==> src/rtl/simd_mac_pkg.sv <==
package simd_mac_pkg;
  typedef enum logic [1:0] {
    OP_MUL  = 2'b00,
    OP_MAC  = 2'b01,
    OP_CLR  = 2'b10,
    OP_LOAD = 2'b11
  } op_t;
endpackage

==> src/rtl/simd_mac_lane.sv <==
module simd_mac_lane
  import simd_mac_pkg::*;
#(
  parameter int LANE_W = 32,
  parameter int HALF_W = 16
) (
  input  logic              clk,
  input  logic              rst,
  input  logic              s1_valid,
  input  op_t               s1_op,
  input  logic [LANE_W-1:0] s1_a,
  input  logic [LANE_W-1:0] s1_b,
  input  logic              s2_valid,
  input  op_t               s2_op,
  output logic [LANE_W-1:0] res_q,
  output logic              ovf_q,
  output logic              ovf_evt
);
  localparam int MSB = LANE_W - 1;

  logic signed [HALF_W-1:0] ah, bh;
  logic signed [LANE_W-1:0] ah_x, bh_x, prod;
  logic [LANE_W-1:0] p_q, acc_q, sum;
  logic ovf_now;
  logic unused_b;

  assign ah   = s1_a[HALF_W-1:0];
  assign bh   = s1_b[HALF_W-1:0];
  assign ah_x = {{(LANE_W-HALF_W){ah[HALF_W-1]}}, ah};
  assign bh_x = {{(LANE_W-HALF_W){bh[HALF_W-1]}}, bh};
  assign prod = ah_x * bh_x;
  assign unused_b = ^s1_b[LANE_W-1:HALF_W];

  // stage 2: product, or the load value
  always_ff @(posedge clk) begin
    if (rst)
      p_q <= '0;
    else if (s1_valid)
      p_q <= (s1_op == OP_LOAD) ? s1_a : prod;
  end

  // stage 3: accumulate against the live accumulator register
  assign sum     = acc_q + p_q;
  assign ovf_now = (acc_q[MSB] == p_q[MSB]) && (sum[MSB] != acc_q[MSB]);
  assign ovf_evt = s2_valid && (s2_op == OP_MAC) && ovf_now;

  always_ff @(posedge clk) begin
    if (rst) begin
      acc_q <= '0;
      res_q <= '0;
      ovf_q <= 1'b0;
    end else if (s2_valid) begin
      ovf_q <= 1'b0;
      case (s2_op)
        OP_MAC: begin
          acc_q <= sum;
          res_q <= sum;
          ovf_q <= ovf_now;
        end
        OP_CLR: begin
          acc_q <= '0;
          res_q <= '0;
        end
        default: begin
          acc_q <= p_q;
          res_q <= p_q;
        end
      endcase
    end
  end

  a_r4_clear: assert property (@(posedge clk) disable iff (rst)
    (s2_valid && s2_op == OP_CLR) |=> (acc_q == '0 && res_q == '0));
  a_r3_mac_result: assert property (@(posedge clk) disable iff (rst)
    (s2_valid && s2_op == OP_MAC) |=> (res_q == acc_q));
  a_r10_hold: assert property (@(posedge clk) disable iff (rst)
    (!s2_valid) |=> $stable(acc_q));
endmodule

==> src/rtl/simd_mac_status.sv <==
module simd_mac_status #(
  parameter int LANES = 2
) (
  input  logic             clk,
  input  logic             rst,
  input  logic [LANES-1:0] ovf_evt,
  input  logic             sr_wr,
  input  logic [LANES:0]   sr_wdata,
  output logic [LANES:0]   status,
  output logic             irq
);
  logic [LANES-1:0] sticky_q;
  logic en_q;

  always_ff @(posedge clk) begin
    if (rst) begin
      sticky_q <= '0;
      en_q     <= 1'b0;
      irq      <= 1'b0;
    end else begin
      if (sr_wr) begin
        sticky_q <= sr_wdata[LANES-1:0] | ovf_evt;
        en_q     <= sr_wdata[LANES];
      end else begin
        sticky_q <= sticky_q | ovf_evt;
      end
      irq <= en_q && (|sticky_q);
    end
  end

  assign status = {en_q, sticky_q};

  a_r7_sticky: assert property (@(posedge clk) disable iff (rst)
    (!sr_wr) |=> ((sticky_q & $past(sticky_q)) == $past(sticky_q)));
  a_r8_irq: assert property (@(posedge clk) disable iff (rst)
    irq |-> ($past(en_q) && $past(|sticky_q)));
endmodule

==> src/rtl/simd_mac.sv <==
module simd_mac
  import simd_mac_pkg::*;
#(
  parameter int LANES  = 2,
  parameter int LANE_W = 32,
  parameter int HALF_W = 16
) (
  input  logic                    clk,
  input  logic                    rst,
  input  logic                    in_valid,
  input  logic [1:0]              in_op,
  input  logic [LANES*LANE_W-1:0] in_a,
  input  logic [LANES*LANE_W-1:0] in_b,
  input  logic                    sr_wr,
  input  logic [LANES:0]          sr_wdata,
  output logic                    out_valid,
  output logic [LANES*LANE_W-1:0] out_result,
  output logic [LANES-1:0]        out_ovf,
  output logic [LANES:0]          status,
  output logic                    irq
);
  localparam int DW = LANES * LANE_W;

  logic          v1_q, v2_q, v3_q;
  op_t           op1_q, op2_q;
  logic [DW-1:0] a1_q, b1_q, res3;
  logic [LANES-1:0] ovf3, evt;
  logic [2:0]    since_rst;

  // stage 1: operand capture
  always_ff @(posedge clk) begin
    if (rst) begin
      v1_q  <= 1'b0;
      v2_q  <= 1'b0;
      v3_q  <= 1'b0;
      op1_q <= OP_MUL;
      op2_q <= OP_MUL;
      a1_q  <= '0;
      b1_q  <= '0;
    end else begin
      v1_q  <= in_valid;
      v2_q  <= v1_q;
      v3_q  <= v2_q;
      op2_q <= op1_q;
      if (in_valid) begin
        op1_q <= op_t'(in_op);
        a1_q  <= in_a;
        b1_q  <= in_b;
      end
    end
  end

  for (genvar i = 0; i < LANES; i++) begin : g_lane
    simd_mac_lane #(.LANE_W(LANE_W), .HALF_W(HALF_W)) u_lane (
      .clk      (clk),
      .rst      (rst),
      .s1_valid (v1_q),
      .s1_op    (op1_q),
      .s1_a     (a1_q[i*LANE_W +: LANE_W]),
      .s1_b     (b1_q[i*LANE_W +: LANE_W]),
      .s2_valid (v2_q),
      .s2_op    (op2_q),
      .res_q    (res3[i*LANE_W +: LANE_W]),
      .ovf_q    (ovf3[i]),
      .ovf_evt  (evt[i])
    );
  end

  simd_mac_status #(.LANES(LANES)) u_status (
    .clk      (clk),
    .rst      (rst),
    .ovf_evt  (evt),
    .sr_wr    (sr_wr),
    .sr_wdata (sr_wdata),
    .status   (status),
    .irq      (irq)
  );

  // stage 4: registered outputs
  always_ff @(posedge clk) begin
    if (rst) begin
      out_valid  <= 1'b0;
      out_result <= '0;
      out_ovf    <= '0;
    end else begin
      out_valid  <= v3_q;
      out_result <= res3;
      out_ovf    <= v3_q ? ovf3 : '0;
    end
  end

  always_ff @(posedge clk) begin
    if (rst)
      since_rst <= '0;
    else if (since_rst != 3'd4)
      since_rst <= since_rst + 3'd1;
  end

  a_r1_latency: assert property (@(posedge clk) disable iff (rst)
    (since_rst == 3'd4) |-> (out_valid == $past(in_valid, 4)));
  a_r6_ovf_valid: assert property (@(posedge clk) disable iff (rst)
    (out_ovf != '0) |-> out_valid);
endmodule

==> config.mk <==
export PLATFORM = sky130hd
export DESIGN_NAME = simd_mac
export DESIGN_NICKNAME = d
export VERILOG_FILES = /design/src/rtl/simd_mac_pkg.sv /design/src/rtl/simd_mac_lane.sv /design/src/rtl/simd_mac_status.sv /design/src/rtl/simd_mac.sv
export SDC_FILE = /design/constraint.sdc
export NUM_CORES = 2
export LEC_CHECK = 0
export BUFFER_PORTS_ARGS = -buffer_cell sky130_fd_sc_hd__buf_4
export CAP_MARGIN = 20
export CORE_AREA = 2 2 304 306
export CTS_BUF_LIST = sky130_fd_sc_hd__clkbuf_8 sky130_fd_sc_hd__clkbuf_16
export DETAILED_ROUTE_END_ITERATION = 8
export DIE_AREA = 0 0 306 308
export GPL_ROUTABILITY_DRIVEN = 0
export PLACE_DENSITY = 0.52
export SETUP_SLACK_MARGIN = 0.3
export SYNTH_ARGS = -nofsm -noshare
export SYNTH_HDL_FRONTEND = slang
export SYNTH_SLANG_ARGS = --single-unit
==> constraint.sdc <==
create_clock -name clk -period 7.2 [get_ports clk]
set_input_delay 1.44 -clock clk [delete_from_list [all_inputs] [get_ports clk]]
set_output_delay 1.44 -clock clk [all_outputs]
set_load 0.01 [all_outputs]
==> summary.md <==
| Metric | Value |
|---|---|
| Htree depth | `2` |
| Die Y | `308 microns` |
| Yosys reg bits | `304` |
| Ys Warns | `0` |
| Hold violation count in the final report | `0` |
| Num rows | `111` |
| Post-Synthesis Cell Area | `0.0335 sq mm` |
| Largest net degree at the start of global routing | `101` |
| Number of diodes | `0` |
| Pleak | `18.4 nW` |
| Register area share after synthesis | `18.2%` |
| Vias in the first global route | `25,869` |
| Arrival time at the worst endpoint | `7.06 ns` |
| IO Pins | `208` |
| 1st-iter DRT viols | `1,321` |
| Post-CTS Setup Inserts | `0` |
| Main synth FF type | `dfxtp_1` |
| Status | `finished clean` |
| Cts hold-fix bufs | `0` |
| Avg Cell Area, Syn | `9.03 sq um` |
| Via count | `24,904` |
| Period minus WS final | `6.58 ns` |
| First-pass GRT wire length | `146 mm` |
| Root Driver | `clkbuf_16` |
| DRC | `0` |
| Layout cells sized above 1 | `9.97%` |
| Final instance area | `0.0377 sq mm` |
| Fin. max-slew vios | `0` |
| Initial antenna violation count | `1` |
| Pwr Density | `159 mW/mm^2` |
| Hold path depth | `2` |
| Max-Cap Viols | `0` |
| VDD IR-drop max | `132 uV` |
| Transition time of the tightest slew-check pin | `1.01 ns` |
| Core Region | `0.0910 sq mm` |
| Post-synth EDFFs | `0` |
| Clk buf depth | `3` |
| CTS tree | `yes` |
| P&R area growth vs syn | `12.7%` |
| Type of the worst setup path | `flip-flop to flip-flop` |
| DP Worst Slack | `0.294 ns` |
| Die Area | `0.0942 sq mm` |
| ANT nets after route | `0` |
| Via density | `4.93` |
| Num CTS Buffers | `39` |
| FFs w/ async S/R, synth | `0%` |
| Fillcell total | `9,133` |
| CP startpoint kind | `flip-flop` |
| Slew HR | `32.9%` |
| Worst setup EP type | `flip-flop` |
| DPL Wire Length | `70.7 mm` |
| Gate Count Post-Synth | `3,709` |
| Crit-path max FO | `10` |
| Dpl cells | `4,985` |
| Worst-path clk slew | `0.06 ns` |
| Setup-failing EPs final | `0` |
| Syn Nets | `4,599` |
| Distinct cells, synth | `70` |
| # nets final | `4,730` |
| Final std cells w/o fill | `5,056` |
| Final Cycle Share | `91.4%` |
| Clock latency at the later pin of the worst-skew pair | `0.58 ns` |
| Setup TNS | `0 ns` |
| PortBufs | `175` |
| Overflow after GRT | `0` |
| DR WL/cell | `17.7 microns` |
| Chip width | `306 microns` |
| Most frequent cells in the layout | `inv_1 (600), fa_1 (525), nand2_1 (417)` |
| Detailed Routing Iterations Pass 1 | `5` |
| Worst Reg2Reg Path Length in Cells | `22` |
| Post-layout worst setup margin | `0.618 ns` |
| Commonest non-fill, non-tap cell in the layout | `inv_1` |
| Fmax | `152 MHz` |
| Hold Crit Class | `flip-flop to flip-flop` |
| Reg2Reg Setup Slack | `0.62 ns` |
| Post-DP Area | `0.0364 sq mm` |
| Routed wire length | `89.4 mm` |
| Total GRT Usage | `19.5%` |
| CP required | `7.68 ns` |
| Clock Skew | `0.0221 ns` |
| RSZ-0062 raised after global routing | `true` |
| CTS sink cnt | `304` |
| Initial Utilization | `36.8%` |
==> critical path: stages, from the launching register on <==
cell       delay, ns
dfxtp_1         0.32
buf_4           0.23
nand2_1         0.13
inv_1           0.14
fa_2            0.55
fa_1            0.62
fa_1            0.46
fa_1            0.53
fa_1            0.50
inv_1           0.05
fa_1            0.47
inv_1           0.04
ha_1            0.28
a21o_1          0.18
a21o_1          0.18
a21oi_1         0.20
o21ai_0         0.11
a21o_1          0.22
a2111oi_1       0.40
a21oi_1         0.19
xor2_1          0.18
nand2_1         0.18
a311oi_1        0.31
==> layer usage <==
metal  global-route usage, %  share of wire, %  up-vias
met5                       0             0.018        -
met4                    3.72               1.5        2
met3                    2.93               4.4       70
met2                    29.8                43      454
met1                    29.2                51    12329
li1                        -                 -    12049
==> cell families after synthesis <==
family | Yosys count | share of synthesized area [%]
AOI/OAI and AO/OA | 529 | 11.0
buffers and inverters | 769 | 8.63
DFF | 304 | 18.2
and+or+nand+nor | 1126 | 15.8
muxes | 118 | 3.53
adders and majority gates | 753 | 39.9
xor gates and xnor gates | 110 | 2.88
==> flip-flops by register name (all words and copies together) (netlist names) <==
name	count
b1_q	32
g_lane.u_lane.p_q	64
u_status.en_q	1
op2_q	2
a1_q	64
out_ovf	2
g_lane.u_lane.ovf_q	2
v2_q	1
op1_q	2
u_status.sticky_q	2
u_status.irq	1
out_result	64
v1_q	1
v3_q	1
out_valid	1
g_lane.u_lane.acc_q	32
g_lane.u_lane.res_q	32
==> cell type report <==
type	instances	area, sq um	share of cell area, %
flip-flops and latches	304	6120	16.2
repair buffers	266	2060	5.45
clock inverters	23	175	0.464
multi-input cells	2636	24600	65.1
inverters	593	2230	5.90
well taps	1186	1480	3.93
clock buffers	48	1110	2.94
==> synth_stat cells (6+ instances only) <==
| cell type | number | area [sq um] |
|---|---|---|
| and2_1 | 252 | 1580 |
| nand4_1 | 6 | 37.5 |
| a211oi_1 | 39 | 293 |
| o211ai_1 | 48 | 360 |
| xnor2_1 | 80 | 701 |
| nand2_1 | 418 | 1570 |
| xor2_1 | 30 | 263 |
| a211o_1 | 7 | 61.3 |
| fa_1 | 526 | 10500 |
| inv_1 | 593 | 2230 |
| nand3b_1 | 6 | 45.0 |
| a2bb2oi_1 | 7 | 61.3 |
| a22oi_1 | 18 | 135 |
| a31oi_1 | 12 | 75.1 |
| dfxtp_1 | 304 | 6090 |
| nand3_1 | 31 | 155 |
| nor2b_1 | 79 | 494 |
| a311oi_1 | 41 | 359 |
| o21ai_0 | 81 | 405 |
| a21o_1 | 42 | 315 |
| o21a_1 | 51 | 383 |
| or2_2 | 6 | 37.5 |
| and3_1 | 11 | 68.8 |
| mux2i_1 | 118 | 1180 |
| o21bai_1 | 15 | 113 |
| clkbuf_1 | 164 | 616 |
| buf_1 | 11 | 41.3 |
| nor3_1 | 14 | 70.1 |
| ha_1 | 227 | 2840 |
| nor2_1 | 267 | 1000 |
| a21oi_1 | 103 | 515 |
| o311ai_0 | 6 | 52.6 |
| nand2b_1 | 19 | 119 |
==> per-stage QoR <==
step	hold slack (ns)	power (mW)	util, %
finish	0.446	6.00	41.5
global route	0.458	6.43	41.5
CTS	0.447	6.07	41.4
detailed placement	0.439	4.07	40.0
global placement	0.429	4.04	40.0
floorplan	0.415	3.39	-
==> power by group <==
part / switching [mW] / internal (mW)
sequential: 0.145 / 1.78
combinational: 1.22 / 0.882
clock: 0.828 / 1.14
total: 2.20 / 3.81
==> repair_timing <==
| item | CTS | global route |
|---|---|---|
| setup endpoints to repair | 1 | 13 |
| gates resized for setup | 1 | 27 |
| hold endpoints to repair | 0 | 0 |
==> final timing paths <==
path / startpoint / endpoint
min: g_lane[1].u_lane.ovf_q$_SDFFE_PP0P_ / g_lane[1].u_lane.ovf_q$_SDFFE_PP0P_
max reg2reg: a1_q[47]$_SDFFE_PP0P_ / g_lane[1].u_lane.p_q[29]$_SDFFE_PP0P_
max: a1_q[47]$_SDFFE_PP0P_ / g_lane[1].u_lane.p_q[29]$_SDFFE_PP0P_
min reg2reg: g_lane[1].u_lane.ovf_q$_SDFFE_PP0P_ / g_lane[1].u_lane.ovf_q$_SDFFE_PP0P_
No activity file was read; power rests on OpenSTA's default activity.
